**src/rtl/gpio_irq_agg_pkg.sv**
```systemverilog
package gpio_irq_agg_pkg;

   typedef enum logic [1:0] {
      BANK_NONE = 2'd0,
      BANK_STS  = 2'd1,
      BANK_EN   = 2'd2
   } bank_e;

   function automatic int ceil_div(input int num, input int den);
      return (num + den - 1) / den;
   endfunction

   function automatic int idx_width(input int n);
      return (n > 1) ? $clog2(n) : 1;
   endfunction

endpackage

```
**src/rtl/gpio_irq_agg_decode.sv**
```systemverilog
module gpio_irq_agg_decode
   import gpio_irq_agg_pkg::*;
#(
   parameter int ADDR_W   = 12,
   parameter int NGRP     = 3,
   parameter int STS_BASE = 'h100,
   parameter int EN_BASE  = 'h180,
   parameter int GIDX_W   = 2
) (
   input  logic [ADDR_W-1:0] addr,
   output bank_e             bank,
   output logic [GIDX_W-1:0] grp
);

   localparam logic [ADDR_W-1:0] STS_LO = ADDR_W'(STS_BASE);
   localparam logic [ADDR_W-1:0] EN_LO  = ADDR_W'(EN_BASE);
   localparam logic [ADDR_W-1:0] SPAN   = ADDR_W'(4 * NGRP);

   logic [ADDR_W-1:0] sts_off;
   logic [ADDR_W-1:0] en_off;
   logic              aligned;
   logic              unused_off;

   assign sts_off    = addr - STS_LO;
   assign en_off     = addr - EN_LO;
   assign aligned    = (addr[1:0] == 2'b00);
   assign unused_off = ^{sts_off, en_off};

   always_comb begin
      bank = BANK_NONE;
      grp  = '0;
      if (aligned && (addr >= STS_LO) && (sts_off < SPAN)) begin
         bank = BANK_STS;
         grp  = sts_off[GIDX_W+1:2];
      end else if (aligned && (addr >= EN_LO) && (en_off < SPAN)) begin
         bank = BANK_EN;
         grp  = en_off[GIDX_W+1:2];
      end
   end

endmodule

```
**src/rtl/gpio_irq_agg_group.sv**
```systemverilog
module gpio_irq_agg_group #(
   parameter int GRP_SIZE = 16,
   parameter int POP      = 16
) (
   input  logic                clk,
   input  logic                rst_n,
   input  logic [GRP_SIZE-1:0] evt,
   input  logic [GRP_SIZE-1:0] own,
   input  logic                clr_wr,
   input  logic                en_wr,
   input  logic [GRP_SIZE-1:0] wdata,
   output logic [GRP_SIZE-1:0] sts_q,
   output logic [GRP_SIZE-1:0] en_q
);

   logic [GRP_SIZE-1:0] vmask;
   logic [GRP_SIZE-1:0] clr_mask;
   logic [GRP_SIZE-1:0] set_mask;

   for (genvar b = 0; b < GRP_SIZE; b++) begin : g_mask
      if (b < POP) begin : g_pop
         assign vmask[b] = 1'b1;
      end else begin : g_empty
         assign vmask[b] = 1'b0;
      end
   end

   assign clr_mask = clr_wr ? wdata : '0;
   assign set_mask = evt & own;

   always_ff @(posedge clk) begin
      if (!rst_n) begin
         sts_q <= '0;
         en_q  <= '0;
      end else begin
         sts_q <= ((sts_q & ~clr_mask) | set_mask) & vmask;
         if (en_wr) begin
            en_q <= wdata & vmask;
         end
      end
   end

endmodule

```
**src/rtl/gpio_irq_agg_combine.sv**
```systemverilog
module gpio_irq_agg_combine #(
   parameter int WIDTH = 48
) (
   input  logic             clk,
   input  logic             rst_n,
   input  logic [WIDTH-1:0] sts,
   input  logic [WIDTH-1:0] en,
   output logic             irq_q
);

   logic any_pending;

   assign any_pending = |(sts & en);

   always_ff @(posedge clk) begin
      if (!rst_n) begin
         irq_q <= 1'b0;
      end else begin
         irq_q <= any_pending;
      end
   end

endmodule

```
**src/rtl/gpio_irq_agg.sv**
```systemverilog
module gpio_irq_agg
   import gpio_irq_agg_pkg::*;
#(
   parameter int NUM_PADS = 40,
   parameter int GRP_SIZE = 16,
   parameter int ADDR_W   = 12,
   parameter int STS_BASE = 'h100,
   parameter int EN_BASE  = 'h180
) (
   input  logic                clk,
   input  logic                rst_n,
   input  logic [NUM_PADS-1:0] pad_evt,
   input  logic [NUM_PADS-1:0] pad_host_own,
   input  logic [ADDR_W-1:0]   reg_addr,
   input  logic                reg_wr,
   input  logic [31:0]         reg_wdata,
   output logic [31:0]         reg_rdata,
   output logic                irq_out
);

   localparam int NGRP      = ceil_div(NUM_PADS, GRP_SIZE);
   localparam int NUM_SLOTS = NGRP * GRP_SIZE;
   localparam int GIDX_W    = idx_width(NGRP);

   if (GRP_SIZE < 1 || GRP_SIZE > 32) begin : g_bad_grp
      $error("gpio_irq_agg: GRP_SIZE must lie in 1..32");
   end
   if (NUM_PADS < 1) begin : g_bad_pads
      $error("gpio_irq_agg: NUM_PADS must be at least 1");
   end
   if (ADDR_W < GIDX_W + 2) begin : g_bad_addr
      $error("gpio_irq_agg: ADDR_W too narrow for the group count");
   end
   if ((STS_BASE % 4) != 0 || (EN_BASE % 4) != 0) begin : g_bad_align
      $error("gpio_irq_agg: bank bases must be word aligned");
   end
   if (!((EN_BASE >= STS_BASE + 4 * NGRP) || (STS_BASE >= EN_BASE + 4 * NGRP))) begin : g_bad_overlap
      $error("gpio_irq_agg: status and enable banks overlap");
   end

   logic [NUM_SLOTS-1:0] evt_ext;
   logic [NUM_SLOTS-1:0] own_ext;
   logic [NUM_SLOTS-1:0] sts_flat;
   logic [NUM_SLOTS-1:0] en_flat;
   logic [GRP_SIZE-1:0]  sts_arr [NGRP];
   logic [GRP_SIZE-1:0]  en_arr  [NGRP];
   bank_e                dec_bank;
   logic [GIDX_W-1:0]    dec_grp;

   for (genvar s = 0; s < NUM_SLOTS; s++) begin : g_slot
      if (s < NUM_PADS) begin : g_real
         assign evt_ext[s] = pad_evt[s];
         assign own_ext[s] = pad_host_own[s];
      end else begin : g_pad
         assign evt_ext[s] = 1'b0;
         assign own_ext[s] = 1'b0;
      end
   end

   if (GRP_SIZE < 32) begin : g_wdata_hi
      logic unused_wdata;
      assign unused_wdata = ^reg_wdata[31:GRP_SIZE];
   end

   gpio_irq_agg_decode #(
      .ADDR_W   (ADDR_W),
      .NGRP     (NGRP),
      .STS_BASE (STS_BASE),
      .EN_BASE  (EN_BASE),
      .GIDX_W   (GIDX_W)
   ) i_decode (
      .addr (reg_addr),
      .bank (dec_bank),
      .grp  (dec_grp)
   );

   for (genvar g = 0; g < NGRP; g++) begin : g_grp
      localparam int REMAIN = NUM_PADS - g * GRP_SIZE;
      localparam int POP    = (REMAIN >= GRP_SIZE) ? GRP_SIZE : REMAIN;

      logic sel;
      assign sel = (dec_grp == GIDX_W'(g));

      gpio_irq_agg_group #(
         .GRP_SIZE (GRP_SIZE),
         .POP      (POP)
      ) i_group (
         .clk    (clk),
         .rst_n  (rst_n),
         .evt    (evt_ext[g*GRP_SIZE +: GRP_SIZE]),
         .own    (own_ext[g*GRP_SIZE +: GRP_SIZE]),
         .clr_wr (reg_wr && (dec_bank == BANK_STS) && sel),
         .en_wr  (reg_wr && (dec_bank == BANK_EN) && sel),
         .wdata  (reg_wdata[GRP_SIZE-1:0]),
         .sts_q  (sts_arr[g]),
         .en_q   (en_arr[g])
      );

      assign sts_flat[g*GRP_SIZE +: GRP_SIZE] = sts_arr[g];
      assign en_flat[g*GRP_SIZE +: GRP_SIZE]  = en_arr[g];
   end

   always_comb begin
      reg_rdata = '0;
      case (dec_bank)
         BANK_STS: reg_rdata = 32'(sts_arr[dec_grp]);
         BANK_EN:  reg_rdata = 32'(en_arr[dec_grp]);
         default:  reg_rdata = '0;
      endcase
   end

   gpio_irq_agg_combine #(
      .WIDTH (NUM_SLOTS)
   ) i_combine (
      .clk   (clk),
      .rst_n (rst_n),
      .sts   (sts_flat),
      .en    (en_flat),
      .irq_q (irq_out)
   );

endmodule

```
**config.mk**
```make
export PLATFORM = sky130hd
export DESIGN_NAME = gpio_irq_agg
export DESIGN_NICKNAME = d
export VERILOG_FILES = /design/src/rtl/gpio_irq_agg_pkg.sv /design/src/rtl/gpio_irq_agg_decode.sv /design/src/rtl/gpio_irq_agg_group.sv /design/src/rtl/gpio_irq_agg_combine.sv /design/src/rtl/gpio_irq_agg.sv
export SDC_FILE = /design/constraint.sdc
export NUM_CORES = 1
export LEC_CHECK = 0
export ABC_CLOCK_PERIOD_IN_PS = 5300
export BUFFER_PORTS_ARGS = -buffer_cell sky130_fd_sc_hd__buf_2
export CAP_MARGIN = 20
export CORE_MARGIN = 2
export CORE_UTILIZATION = 50
export CTS_BUF_LIST = sky130_fd_sc_hd__clkbuf_16
export DETAILED_ROUTE_END_ITERATION = 16
export MAX_ROUTING_LAYER = met4
export PLACE_DENSITY = 0.84
export SLEW_MARGIN = 20
export SYNTH_ARGS = -nofsm -noshare
export SYNTH_HDL_FRONTEND = slang
export SYNTH_SLANG_ARGS = --single-unit
```
**constraint.sdc**
```tcl
create_clock -name clk -period 5.3 [get_ports clk]
set_clock_uncertainty 0.1 [all_clocks]
set_input_delay 0.795 -clock clk [delete_from_list [all_inputs] [get_ports clk]]
set_output_delay 0.795 -clock clk [all_outputs]
set_load 0.01 [all_outputs]
```
==> results.md <==
* Pwr Density at 278 nW/um2
* Combinational share of power at 8.8%
* H-Tree Depth at 3
* Worst Setup End Kind: output port
* Startpoint types: primary input
* Avg Inst Size Synth at 8.56 um2
* Longest Clk Path Bufs at 2
* Ys flop type: dfxtp_1
* FILL cells at 730
* Net Sw Power at 328 uW
* I/O pins at 160
* DRC at 0
* Number of detailed-route iterations in the first pass at 5
* Post-synth EDFFs at 0
* Worst reg2reg path startpoint: g_grp[0].i_group.sts_q[11]
* Hold path endpoint: g_grp[2].i_group.en_q[5]
* Worst-Margin Slew at 1.07 ns
* Worst Path Required at 4.41 ns
* Hold-fix buffers, CTS at 0
* Register area share after synthesis at 38.6%
* RSZ-0062 raised after global routing: false
* # setup viols final at 0
* Top post-synthesis cells by area: dfxtp_1 39%, nand2_1 10%, mux2i_1 9.5%
* Worst min-delay path startpoint: g_grp[2].i_group.en_q[5]
* Reg clk slew, reported paths at 0.05 ns
* Seq. cell area at 1620 um2
* Synth top area share at 38.6%
* First-pass GRT wire length at 19,500 um
* Routability cong. at 0.983
* CTS tree: built
* FF-to-FF End: i_combine.irq_q
* Layout cells sized above 1 at 26.1%
* Synthesized area at 4200 um2
* Worst r2r path cells at 4
* Yosys cell types at 43
* Area leader, netlist: dfxtp_1
* Fin crit share at 83.1%
* Clock sinks at 81
* Most common cell after layout, fill and taps aside: buf_2
* Die outline width at 95.7 um
* Vias at 4,291
* P_leak at 2.44 nW
* Post-CTS setup buffers at 0
* Max_cap viols at 0
* Clock network power share at 45.3%
* Row count at 33
* DR iter-0 viols at 389
* Multi-input logic area at 2370 um2
* Pre-CTS setup slack at 0.975 ns
* I/O Buffers at 127
* Via density at 6.04
* Arrival @ worst endpoint at 3.51 ns
* Largest net degree at the start of global routing at 60
* Core ar. at 8180 um2
* HPWL after DPL at 8990 um
* Vias in the first global route at 3,957
* Int Power at 1.10 mW
* Flops & latches, synth at 81
* Overflow after GRT at 0
* Setup TNS at 0 ns
* Final hold slack at 0.382 ns
* Commonest cells after routing, fill and taps aside: 127 x buf_2, 116 x nand2_1, 81 x dfxtp_1
* Setup slack after layout at 0.893 ns
* Ys async rst share at 0%
* WHS Path Cells at 2
* Initial Util at 51.4%
* Die height at 95.7 um
* Slew margin rel. at 28.7%
* R2R Setup Slk at 3.54 ns
* Type of the most critical hold path: register to register
* Kind of critical path: primary input to output port
* NumNets Final at 730
* Fin util at 62.6%
* Max frequency at 227 MHz
* Post-DR wirelength/cell at 18.0 um
* Max Slew Vio Count at 0
* Sw frac at 23.1%
* Routed Antenna Nets at 0
* Fin crit period at 4.41 ns
* Status: finished clean
* Root buffer cell: clkbuf_16
* Post-Route WL at 12,800 um
* Initial antenna violation count at 0
* Syn Inst Count at 491
* Clk_lat worst skew at 0.34 ns
* Peak VDD IR at 0.175 mV
* Tot GR Track Use at 28.9%
* Flop pwr share at 45.8%
* YS warnings at 0
* Area growth, synth to finish at 21.8%
* Die area at 9160 um2
* CTS buffer count at 9
* Final hold vios at 0
* Post-CTS resize count at 0
* Crit path max fanout at 18
* N_diodes at 0
worst max-delay path by stage:
stage	cells past startpoint	slack, ns	endpoint	start
floorplan	8	1.55	reg_rdata[10]	reg_addr[7]
global placement	7	1.04	reg_rdata[11]	reg_addr[7]
detailed placement	7	0.97	reg_rdata[11]	reg_addr[7]
CTS	7	0.98	reg_rdata[11]	reg_addr[7]
global route	7	0.82	reg_rdata[12]	reg_addr[7]
finish	7	0.89	reg_rdata[9]	reg_addr[7]
registers in the layout, summed over array words and instances (netlist names):
signal / cells
g_grp.i_group.sts_q: 40
i_combine.irq_q: 1
g_grp.i_group.en_q: 40
worst max-delay path, stage by stage:
cell	delay (ns)
buf_2	0.13
or4b_1	0.85
a211oi_4	0.42
o211ai_4	0.29
nor2_1	0.61
a221o_1	0.28
buf_2	0.13
metal layers:
metal	wire length, um	up-vias	global-route usage [%]
met3	1090	32	5.87
met5	0	-	-
met2	6230	276	46.3
met1	5080	1996	35.2
li1	-	1987	-
met4	359	0	13.0
power groups by stage:
| stage | Sequential, mW | Combinational, mW | Clock (mW) |
|---|---|---|---|
| finish | 0.653 | 0.126 | 0.645 |
| global route | 0.654 | 0.141 | 0.679 |
| CTS | 0.651 | 0.124 | 0.653 |
| detailed placement | 0.665 | 0.124 | 0 |
| global placement | 0.664 | 0.118 | 0 |
| floorplan | 0.655 | 0.0757 | 0 |
cell families after synthesis:
logic type / Yosys count / synth area share, %
simple gates: 156 / 15.8
flops: 81 / 38.6
fa+ha+maj: 2 / 0.595
compound gates: 159 / 28.7
xor+xnor: 1 / 0.208
buf+inv: 51 / 6.58
other cells: 1 / 0.0892
mux: 40 / 9.52
through the flow:
step	std cells	instance area, um2	power (mW)
after global routing	711	5120	1.47
after global placement	695	4810	0.782
after detailed placement	695	4810	0.789
final	711	5120	1.42
after floorplan	506	4260	0.730
after CTS	711	5120	1.43
Yosys cell counts (2+ instances only):
| library cell | instances |
|---|---|
| o211a_1 | 2 |
| a211o_1 | 6 |
| buf_4 | 17 |
| mux2i_1 | 40 |
| o21ai_0 | 32 |
| a32o_1 | 8 |
| buf_2 | 5 |
| o22ai_1 | 3 |
| and2_1 | 2 |
| a31oi_1 | 13 |
| inv_1 | 3 |
| clkbuf_1 | 24 |
| a22o_1 | 9 |
| o211ai_1 | 2 |
| buf_6 | 2 |
| dfxtp_1 | 81 |
| a22oi_1 | 23 |
| or3_1 | 3 |
| a21boi_1 | 2 |
| o21ai_1 | 2 |
| a221oi_1 | 4 |
| a221o_1 | 11 |
| a31o_2 | 8 |
| ha_1 | 2 |
| nand2_1 | 116 |
| nor2_1 | 15 |
| nand4_1 | 4 |
| a21boi_0 | 30 |
| and3_1 | 8 |
area by class of cell:
cell class / count / share of cell area (%)
Timing Repair Buffer: 132 / 13.1
Multi-Input combinational cell: 374 / 46.3
Clock inverter: 7 / 1.71
Tap cell: 105 / 2.57
Inverter: 3 / 0.220
Sequential cell: 81 / 31.7
Clock buffer: 9 / 4.40
Power figures use the tool's default switching activity.
